[src/rtl/e1t_pkg.sv]
// Package e1t_pkg
// Default frame geometry shared by the channel timing modules.
// Assumes a frame of slots of bits, grouped into multiframes.
package e1t_pkg;
    localparam int unsigned DEF_SLOTS  = 32;
    localparam int unsigned DEF_BITS   = 8;
    localparam int unsigned DEF_FRAMES = 16;
endpackage

[src/rtl/e1t_position_ctr.sv]
// Module e1t_position_ctr
// Keeps the bit, slot and frame position of the stream. Reloads all
// three to zero on an enabled sync pulse. Flags the edges on which the
// block mask must be captured. Assumes each count is at least 2.
module e1t_position_ctr #(
    parameter int unsigned SLOTS  = e1t_pkg::DEF_SLOTS,
    parameter int unsigned BITS   = e1t_pkg::DEF_BITS,
    parameter int unsigned FRAMES = e1t_pkg::DEF_FRAMES,
    localparam int unsigned SLOT_W  = $clog2(SLOTS),
    localparam int unsigned BIT_W   = $clog2(BITS),
    localparam int unsigned FRAME_W = $clog2(FRAMES)
) (
    input  logic               clk,
    input  logic               rst_n,
    input  logic               sync_hit_i,
    output logic [SLOT_W-1:0]  slot_o,
    output logic [BIT_W-1:0]   bit_o,
    output logic [FRAME_W-1:0] frame_o,
    output logic               load_o
);
    logic [SLOT_W-1:0]  slot_q;
    logic [BIT_W-1:0]   bit_q;
    logic [FRAME_W-1:0] frame_q;
    logic bit_last, slot_last, frame_last;

    // Wrap points of each counter level.
    always_comb begin
        bit_last   = (bit_q   == BIT_W'(BITS - 1));
        slot_last  = (slot_q  == SLOT_W'(SLOTS - 1));
        frame_last = (frame_q == FRAME_W'(FRAMES - 1));
        load_o     = sync_hit_i | (bit_last & slot_last);
    end

    // Cascaded position counters with sync reload.
    always_ff @(posedge clk) begin
        if (!rst_n || sync_hit_i) begin
            bit_q   <= '0;
            slot_q  <= '0;
            frame_q <= '0;
        end else begin
            bit_q <= bit_last ? '0 : bit_q + 1'b1;
            if (bit_last) begin
                slot_q <= slot_last ? '0 : slot_q + 1'b1;
                if (slot_last) begin
                    frame_q <= frame_last ? '0 : frame_q + 1'b1;
                end
            end
        end
    end

    assign slot_o  = slot_q;
    assign bit_o   = bit_q;
    assign frame_o = frame_q;

    // an enabled sync pulse zeroes the whole position.
    p_sync_reload_r8: assert property (@(posedge clk) disable iff (!rst_n)
        sync_hit_i |=> (bit_q == '0 && slot_q == '0 && frame_q == '0));

    // the slot holds while the bit counter is inside a slot.
    p_slot_hold_r2: assert property (@(posedge clk) disable iff (!rst_n)
        (!sync_hit_i && bit_q != BIT_W'(BITS - 1)) |=> $stable(slot_q));

    // the frame holds except at the last bit of the last slot.
    p_frame_hold_r2: assert property (@(posedge clk) disable iff (!rst_n)
        (!load_o) |=> $stable(frame_q));
endmodule

[src/rtl/e1t_mask_gate.sv]
// Module e1t_mask_gate
// Holds the captured per-slot block mask and selects the level for the
// current slot. Capture happens only when load_i is high. Assumes
// SLOTS is a power of two, so every slot index is in range.
module e1t_mask_gate #(
    parameter int unsigned SLOTS = e1t_pkg::DEF_SLOTS,
    localparam int unsigned SLOT_W = $clog2(SLOTS)
) (
    input  logic              clk,
    input  logic              rst_n,
    input  logic              load_i,
    input  logic [SLOTS-1:0]  mask_i,
    input  logic [SLOT_W-1:0] slot_i,
    output logic              blk_o
);
    logic [SLOTS-1:0] active_q;

    // Frame-aligned capture of the mask.
    always_ff @(posedge clk) begin
        if (!rst_n) begin
            active_q <= '0;
        end else if (load_i) begin
            active_q <= mask_i;
        end
    end

    // Per-slot selection of the block level.
    always_comb begin
        blk_o = active_q[slot_i];
    end

    // the captured mask changes only on a capture edge.
    p_mask_hold_r7: assert property (@(posedge clk) disable iff (!rst_n)
        (!load_i) |=> $stable(active_q));
endmodule

[src/rtl/e1t_pulse_dec.sv]
// Module e1t_pulse_dec
// Decodes the position into the channel clock, the frame sync and the
// multiframe sync. Purely combinational.
module e1t_pulse_dec #(
    parameter int unsigned SLOTS  = e1t_pkg::DEF_SLOTS,
    parameter int unsigned BITS   = e1t_pkg::DEF_BITS,
    parameter int unsigned FRAMES = e1t_pkg::DEF_FRAMES,
    localparam int unsigned SLOT_W  = $clog2(SLOTS),
    localparam int unsigned BIT_W   = $clog2(BITS),
    localparam int unsigned FRAME_W = $clog2(FRAMES)
) (
    input  logic [SLOT_W-1:0]  slot_i,
    input  logic [BIT_W-1:0]   bit_i,
    input  logic [FRAME_W-1:0] frame_i,
    output logic               chan_clk_o,
    output logic               fsync_o,
    output logic               mfsync_o
);
    // Position decode for the three timing strobes.
    always_comb begin
        chan_clk_o = (bit_i == BIT_W'(BITS - 1));
        fsync_o    = (bit_i == '0) && (slot_i == '0);
        mfsync_o   = fsync_o && (frame_i == '0);
    end
endmodule

[src/rtl/e1_chan_timing.sv]
// Module e1_chan_timing
// Top of the channel timing generator. It drives the per-slot channel
// clock, the masked channel-block level, and the frame and multiframe
// syncs from one shared position counter. An enabled sync input
// realigns the counter. Assumes clk is the bit clock.
module e1_chan_timing #(
    parameter int unsigned SLOTS  = e1t_pkg::DEF_SLOTS,
    parameter int unsigned BITS   = e1t_pkg::DEF_BITS,
    parameter int unsigned FRAMES = e1t_pkg::DEF_FRAMES,
    localparam int unsigned SLOT_W  = $clog2(SLOTS),
    localparam int unsigned BIT_W   = $clog2(BITS),
    localparam int unsigned FRAME_W = $clog2(FRAMES)
) (
    input  logic               clk,
    input  logic               rst_n,
    input  logic               sync_en,
    input  logic               sync_in,
    input  logic [SLOTS-1:0]   blk_mask,
    output logic               chan_clk,
    output logic               chan_blk,
    output logic               frame_sync,
    output logic               mframe_sync,
    output logic [SLOT_W-1:0]  slot_idx,
    output logic [BIT_W-1:0]   bit_idx,
    output logic [FRAME_W-1:0] frame_idx
);
    logic sync_hit;
    logic load;

    // Qualify the external boundary pulse with its enable.
    always_comb begin
        sync_hit = sync_en & sync_in;
    end

    e1t_position_ctr #(.SLOTS(SLOTS), .BITS(BITS), .FRAMES(FRAMES)) u_pos (
        .clk        (clk),
        .rst_n      (rst_n),
        .sync_hit_i (sync_hit),
        .slot_o     (slot_idx),
        .bit_o      (bit_idx),
        .frame_o    (frame_idx),
        .load_o     (load)
    );

    e1t_mask_gate #(.SLOTS(SLOTS)) u_mask (
        .clk    (clk),
        .rst_n  (rst_n),
        .load_i (load),
        .mask_i (blk_mask),
        .slot_i (slot_idx),
        .blk_o  (chan_blk)
    );

    e1t_pulse_dec #(.SLOTS(SLOTS), .BITS(BITS), .FRAMES(FRAMES)) u_dec (
        .slot_i     (slot_idx),
        .bit_i      (bit_idx),
        .frame_i    (frame_idx),
        .chan_clk_o (chan_clk),
        .fsync_o    (frame_sync),
        .mfsync_o   (mframe_sync)
    );

    // the channel clock is a single-cycle strobe.
    p_chclk_single_r3: assert property (@(posedge clk) disable iff (!rst_n)
        chan_clk |=> !chan_clk);

    // without a reload the frame sync lasts one clock.
    p_fsync_single_r4: assert property (@(posedge clk) disable iff (!rst_n)
        (frame_sync && !sync_hit) |=> !frame_sync);

    // the multiframe sync only occurs together with a frame sync.
    p_mfsync_in_fs_r5: assert property (@(posedge clk) disable iff (!rst_n)
        mframe_sync |-> frame_sync);

    // the last bit of a frame is followed by a frame sync.
    p_fsync_follows_r4: assert property (@(posedge clk) disable iff (!rst_n)
        (chan_clk && slot_idx == SLOT_W'(SLOTS - 1)) |=> frame_sync);
endmodule

[config.mk]
export PLATFORM = sky130hd
export DESIGN_NAME = e1_chan_timing
export DESIGN_NICKNAME = d
export VERILOG_FILES = /design/src/rtl/e1t_pkg.sv /design/src/rtl/e1t_position_ctr.sv /design/src/rtl/e1t_mask_gate.sv /design/src/rtl/e1t_pulse_dec.sv /design/src/rtl/e1_chan_timing.sv
export SDC_FILE = /design/constraint.sdc
export NUM_CORES = 1
export LEC_CHECK = 0
export BUFFER_PORTS_ARGS = -buffer_cell sky130_fd_sc_hd__buf_2
export CORE_UTILIZATION = 48
export DETAILED_ROUTE_END_ITERATION = 8
export PLACE_DENSITY = 0.78
export REMOVE_ABC_BUFFERS = 1
export SETUP_SLACK_MARGIN = 0.15
export SLEW_MARGIN = 20
export SYNTH_ARGS = -nofsm -noshare
export SYNTH_HDL_FRONTEND = slang
export SYNTH_SLANG_ARGS = --single-unit
[constraint.sdc]
create_clock -name clk -period 1.6 [get_ports clk]
set_input_delay 0.24 -clock clk [delete_from_list [all_inputs] [get_ports clk]]
set_output_delay 0.24 -clock clk [all_outputs]
set_load 0.05 [all_outputs]
==> flow_summary.toml, run 1 <==
[synthesis]
synth_top_family_by_area = "simple AND/OR/NAND/NOR gates"
synth_compound_area_frac = 0.1563
synth.distinct_cells = 32
syn_inst = 253
synth-seq-cells = 44
yosys.area_share.adder = 0.05248
yosysMostFrequentCell = "nand2_1"
synthTopCellsByArea = "dfxtp_1 (41%), nand2_1 (12%), a21boi_0 (9.4%)"
syn_area_per_cell_um2 = 8.481
synthSimpleGateAreaFrac = 0.2274
synth_edf_count = 0
yosys-top-cells-count = "nand2_1 (70), dfxtp_1 (44), a21boi_0 (27)"
ys_seq_area_frac = 0.4105
synth_mux_area_frac = 0.08397
synthArstFlopShare = 0
synth_largest_area_cell = "dfxtp_1"
synth_top_area_share = 0.4105
synthXorXnorAreaFrac = 0.008163
ys.flop_type = "dfxtp_1"
synth.cell_area_um2 = 2146
ys.warnings.count = 0

[route]
drtIter0Drc = 158
wire_per_inst_um = 16.14
postRouteAntennaNets = 0
dr.pass1.iters = 4
vias = 2042
wl_mm = 6.003
via_per_inst = 5.489
drc = 0

[critical_path]
cpPeakStageDelay_ns = 0.40
crit_start = "u_pos.slot_o[1]"
cp_max_fo = 11
cp.required_ns = 1.36
reg2reg_depth = 10
startpoint_type = "flip-flop"
crit_chain = "buf_12 > mux2i_1 > a22oi_1 > nand3_1 > nand4_1 > buf_6"
critPathCapture = "chan_blk"
crit_arrival_ns = 1.65
crit_type = "flip-flop to output pin"
r2r_end = "u_mask.active_q[23]"
rrSetupSlack_ns = -0.29
end_kind = "output pin"
crit_slowest_cell = "dfxtp_4"
reg2reg_from = "u_pos.slot_o[1]"

[sta]
finalSetupViolations = 39
drv_slew = 0
fin_skew_ns = 0.003209
max_clock_freq_ghz = 0.5300
fin_crit_ns = 1.887
hold_viol = 0
fin_ws_ns = -0.2868
finalSetupTns_ns = -6.628
worst-slew-pin-transition_ns = 0.4261
fin_crit_sh = 1.179
rsz0062_at_grt = "true"
slew_headroom = 0.7153

[placed_design]
post_dp_cell_area_um2 = 2470
detailed_place_hpwl_mm = 3.172
gp_congestion = 0.8075
numPortBuffers = 51

[cts]
clk_latency_ns = 0.31
clock-sinks = 44
clk_pin_slew_ns = 0.09
root_buffer = "clkbuf_8"
cts_hold_buf = 0
clockBufferDepth = 2
cts_max_level = 2
cts_made_buffers = 5
cts_tree = "yes"

[global_routing]
antenna_found_initial = 0
grt_pass1_vias = 1896
grt_max_degree = 33
overflow = 0
grt_pass1_wl_mm = 8.500
gr-usage-all-layers = 0.2479

[pwr]
leakagePower_nw = 1.227
power_density_nw_per_um2 = 780.0
ir_worst_vdd_v = 0.0007545

[final_layout]
diodes = 0
final_area_um2 = 3060
area_growth_pct = 42.62
nNetsFinal = 366
drive_above_1_share = 0.3913
n_fill_cell = 278

[floorplanning]
num_rows = 23
die_w_um = 68.86
die-area_um2 = 4742
die_h_um = 68.86
ios = 52
coreArea_um2 = 4144
start_util = 0.5178

[run_status]
violations = "negative setup slack"
outcome = "complete, but fails checks"

[flow_run]
maxCapViolations = 0

[min_path]
hp-class = "input pin to flip-flop"
layout make-up:
| class | count | area [um^2] | area share |
|---|---|---|---|
| multi-input cells | 187 | 1328 | 0.4338 |
| flip-flops and latches | 44 | 893.4 | 0.2919 |
| repair buffers | 77 | 639.4 | 0.2089 |
| clock buffers | 5 | 68.82 | 0.02249 |
| well taps | 50 | 62.56 | 0.02044 |
| clock inverters | 3 | 46.29 | 0.01513 |
| inverters | 6 | 22.52 | 0.007359 |
critical path, delay by kind of cell (launching register included):
family,cells,cell delay [ns]
DFF,1,0.40
buffers and inverters,2,0.33
and+or+nand+nor,2,0.24
muxes,1,0.22
AOI/OAI and AO/OA,1,0.12
worst min-delay path by stage:
stage	start	endpoint	slack (ns)	depth (start not counted)
2_1_floorplan	blk_mask[19]	u_mask.active_q[19]	0.38	2
3_3_place_gp	u_mask.active_q[4]	u_mask.active_q[4]	0.44	2
3_5_place_dp	u_mask.active_q[4]	u_mask.active_q[4]	0.45	2
4_1_cts	blk_mask[10]	u_mask.active_q[10]	0.16	3
5_1_grt	blk_mask[8]	u_mask.active_q[8]	0.16	3
6_report	blk_mask[8]	u_mask.active_q[8]	0.16	3
what timing repair did:
item / CTS / global route
setup buffers: 5 / 5
resized for setup: 56 / 47
pin swaps: 8 / 9
endpoints found under the setup margin: 42 / 45
gates cloned: 2 / 2
routing by layer:
layer | global-route usage | vias to the layer above | routed length, um
met4 | 0.1224 | 0 | 220
met2 | 0.4199 | 64 | 3021
met3 | 0.04770 | 23 | 299
met5 | 0 | - | 0
li1 | - | 989 | -
met1 | 0.2976 | 966 | 2463
registers in the layout, indices dropped and copies added, names as in the netlist:
name / count
u_mask.active_q: 32
u_pos.slot_o: 5
u_pos.frame_o: 4
u_pos.bit_o: 3
cells by family after synthesis:
family / after synthesis
buffers and inverters: 22
xor gates and xnor gates: 2
adders and majority gates: 9
DFF: 44
AOI/OAI and AO/OA: 48
muxes: 18
and+or+nand+nor: 110
through the flow:
stage               hold WS [ns]  setup WS [ns]  total power [W]  utilization  cells
floorplan                 0.3792         -1.531         0.001321            -    237
global placement          0.4379       -0.07219         0.001418       0.5960    350
detailed placement        0.4507        -0.1540         0.001427       0.5960    350
CTS                       0.1558        -0.2302         0.002341       0.6800    365
global route              0.1594        -0.3755         0.002468       0.7385    372
finish                    0.1587        -0.2868         0.002387       0.7385    372
power by group:
group          switching (W)  leakage (nW)  internal (W)
combinational       0.000171         0.810      0.000158
sequential         0.0000292         0.362       0.00114
clock               0.000423        0.0548      0.000471
cell usage in the layout (no fill, tap or decap), types with 3 or more instances in the layout:
cell	n
buf_8	3
a22oi_1	4
mux2i_1	16
nand2_1	64
a21boi_1	27
ha_1	3
inv_1	4
a21boi_2	5
nand4_1	3
clkbuf_8	5
nand3_1	8
buf_12	4
nand2_2	7
dfxtp_1	38
nor2_1	8
buf_4	14
buf_6	7
buf_2	45
dfxtp_2	4
ha_4	6
a21oi_1	6
(Power assumes the default switching activity.)
==> run 2, diff against run 1 <==
--- a/config.mk
+++ b/config.mk
@@ -6,9 +6,11 @@
 export NUM_CORES = 1
 export LEC_CHECK = 0
 export BUFFER_PORTS_ARGS = -buffer_cell sky130_fd_sc_hd__buf_2
+export CORE_ASPECT_RATIO = 2
 export CORE_UTILIZATION = 48
 export DETAILED_ROUTE_END_ITERATION = 8
 export PLACE_DENSITY = 0.78
+export RECOVER_POWER = 25
 export REMOVE_ABC_BUFFERS = 1
 export SETUP_SLACK_MARGIN = 0.15
 export SLEW_MARGIN = 20
==> flow_summary.toml, run 2 (synthesis results as in run 1) <==
[run_status]
outcome = "complete, but fails checks"
violations = "negative setup slack"

[global_routing]
grt_pass1_wl_mm = 9.618
use_met1 = 0.2406
grt.busiest_layer = "met2"
gr-usage-all-layers = 0.2745
grt_use_met3 = 0.04382
grt_max_degree = 34
antenna_found_initial = 0
use_met2 = 0.5263
grt_pass1_vias = 2124
overflow = 0

[sta]
hold_viol = 0
slew_headroom = 0.5931
fin_crit_sh = 1.207
max_clock_freq_ghz = 0.5180
rsz0062_at_grt = "true"
fin_ws_ns = -0.3306
drv_slew = 0
fin_skew_ns = 0.008084
worst-slew-pin-transition_ns = 0.6130
hold_slack_ns = 0.1679
finalSetupTns_ns = -8.090
fin_crit_ns = 1.931
finalSetupViolations = 42

[pwr]
leakagePower_nw = 1.325
power.total_w = 0.002399
ir_worst_vdd_v = 0.0007662
power_density_nw_per_um2 = 739.6

[route]
wire_per_inst_um = 19.25
dr.pass1.iters = 4
drc = 0
drtIter0Drc = 63
vias = 2190
via_per_inst = 5.674
wl_mm = 7.429
postRouteAntennaNets = 0

[critical_path]
startpoint_type = "flip-flop"
cp_max_fo = 4
crit_family = "buffers and inverters"
crit_slowest_cell = "dfxtp_4"
crit_buf_inv = 3
crit_chain = "buf_6 > buf_6 > mux2i_2 > nand3_1 > nand3_1 > nand4_1 > buf_6"
path_common_cell = "buf_6"
crit_type = "flip-flop to output pin"
crit_arrival_ns = 1.69
cp.required_ns = 1.36
cpPeakStageDelay_ns = 0.38
end_kind = "output pin"

[cts]
cts_hold_buf = 0
clk_latency_ns = 0.31
cts_made_buffers = 5
cts_tree = "yes"
clockBufferDepth = 2
clk_pin_slew_ns = 0.09
root_buffer = "clkbuf_8"
clock-sinks = 44
cts_max_level = 2

[placed_design]
gp_congestion = 0.8817
detailed_place_hpwl_mm = 3.665
post_dp_cell_area_um2 = 2545
numPortBuffers = 51

[final_layout]
final_cell_mix = "nand2_1 (63), buf_2 (45), dfxtp_1 (40)"
nNetsFinal = 376
area_growth_pct = 51.14
layout_commonest_cell = "nand2_1"
fin_util = 0.7548
regMostFlops = "u_mask.active_q"
largest_reg_flops = 32
final_area_um2 = 3243
drive_above_1_share = 0.4157
diodes = 0

[floorplanning]
coreArea_um2 = 4297
start_util = 0.4994
num_rows = 34
die-area_um2 = 4758
die_h_um = 96.56
ios = 52
die_w_um = 49.28

[min_path]
hp-class = "input pin to flip-flop"

[flow_run]
maxCapViolations = 0
-- run 2: area by class of cell --
type | count | area [um^2]
clock buffers | 6 | 72.57
clock inverters | 2 | 35.03
fillers | 278 | 1054
inverters | 6 | 27.53
multi-input cells | 187 | 1366
flip-flops and latches | 44 | 893.4
well taps | 54 | 67.56
repair buffers | 87 | 780.7
-- run 2: what timing repair did --
action	in CTS	in global routing
buffers inserted	6	6
cloned	4	2
endpoints found under the setup margin	42	46
pin swaps	8	15
resized for setup	49	65
-- run 2: worst paths after layout --
kind                                           from  slack, ns  cells past startpoint             endpoint
worst min register to register  u_mask.active_q[17]       0.46                      2  u_mask.active_q[17]
worst max-delay path                u_pos.slot_o[1]      -0.33                      7             chan_blk
worst max register to register      u_pos.slot_o[1]      -0.30                     10  u_mask.active_q[22]
worst min-delay path                   blk_mask[29]       0.17                      3  u_mask.active_q[29]
-- run 2: through the flow --
step                      std cells  worst slack [ns]
final                           386           -0.3306
after global placement          360          -0.07281
after CTS                       378           -0.2658
after global routing            386           -0.3694
after detailed placement        360           -0.1369
after floorplan                 237            -1.531
-- run 2: worst reg2reg max path, cell delays in order, from the launching register on --
cell and delay, ns:
dfxtp_4 0.37, buf_4 0.14, ha_4 0.16, and3_4 0.19, ha_4 0.18, nand2_4 0.07
and2_4 0.23, buf_12 0.13, buf_16 0.12, nand2_1 0.07, a21boi_1 0.17
-- run 2: power by group --
part	leakage, nW	switching [W]	total [W]	internal [W]
logic	0.908	0.000189	0.000367	0.000178
clock network	0.0552	0.000401	0.000865	0.000464
registers	0.361	0.0000331	0.00117	0.00113
total	1.32	0.000623	0.00240	0.00178
-- run 2: routing by layer --
metal | up-vias | wire length [um]
met5 | - | 0
met3 | 32 | 230
li1 | 1009 | -
met2 | 90 | 4099
met4 | 0 | 446
met1 | 1059 | 2652
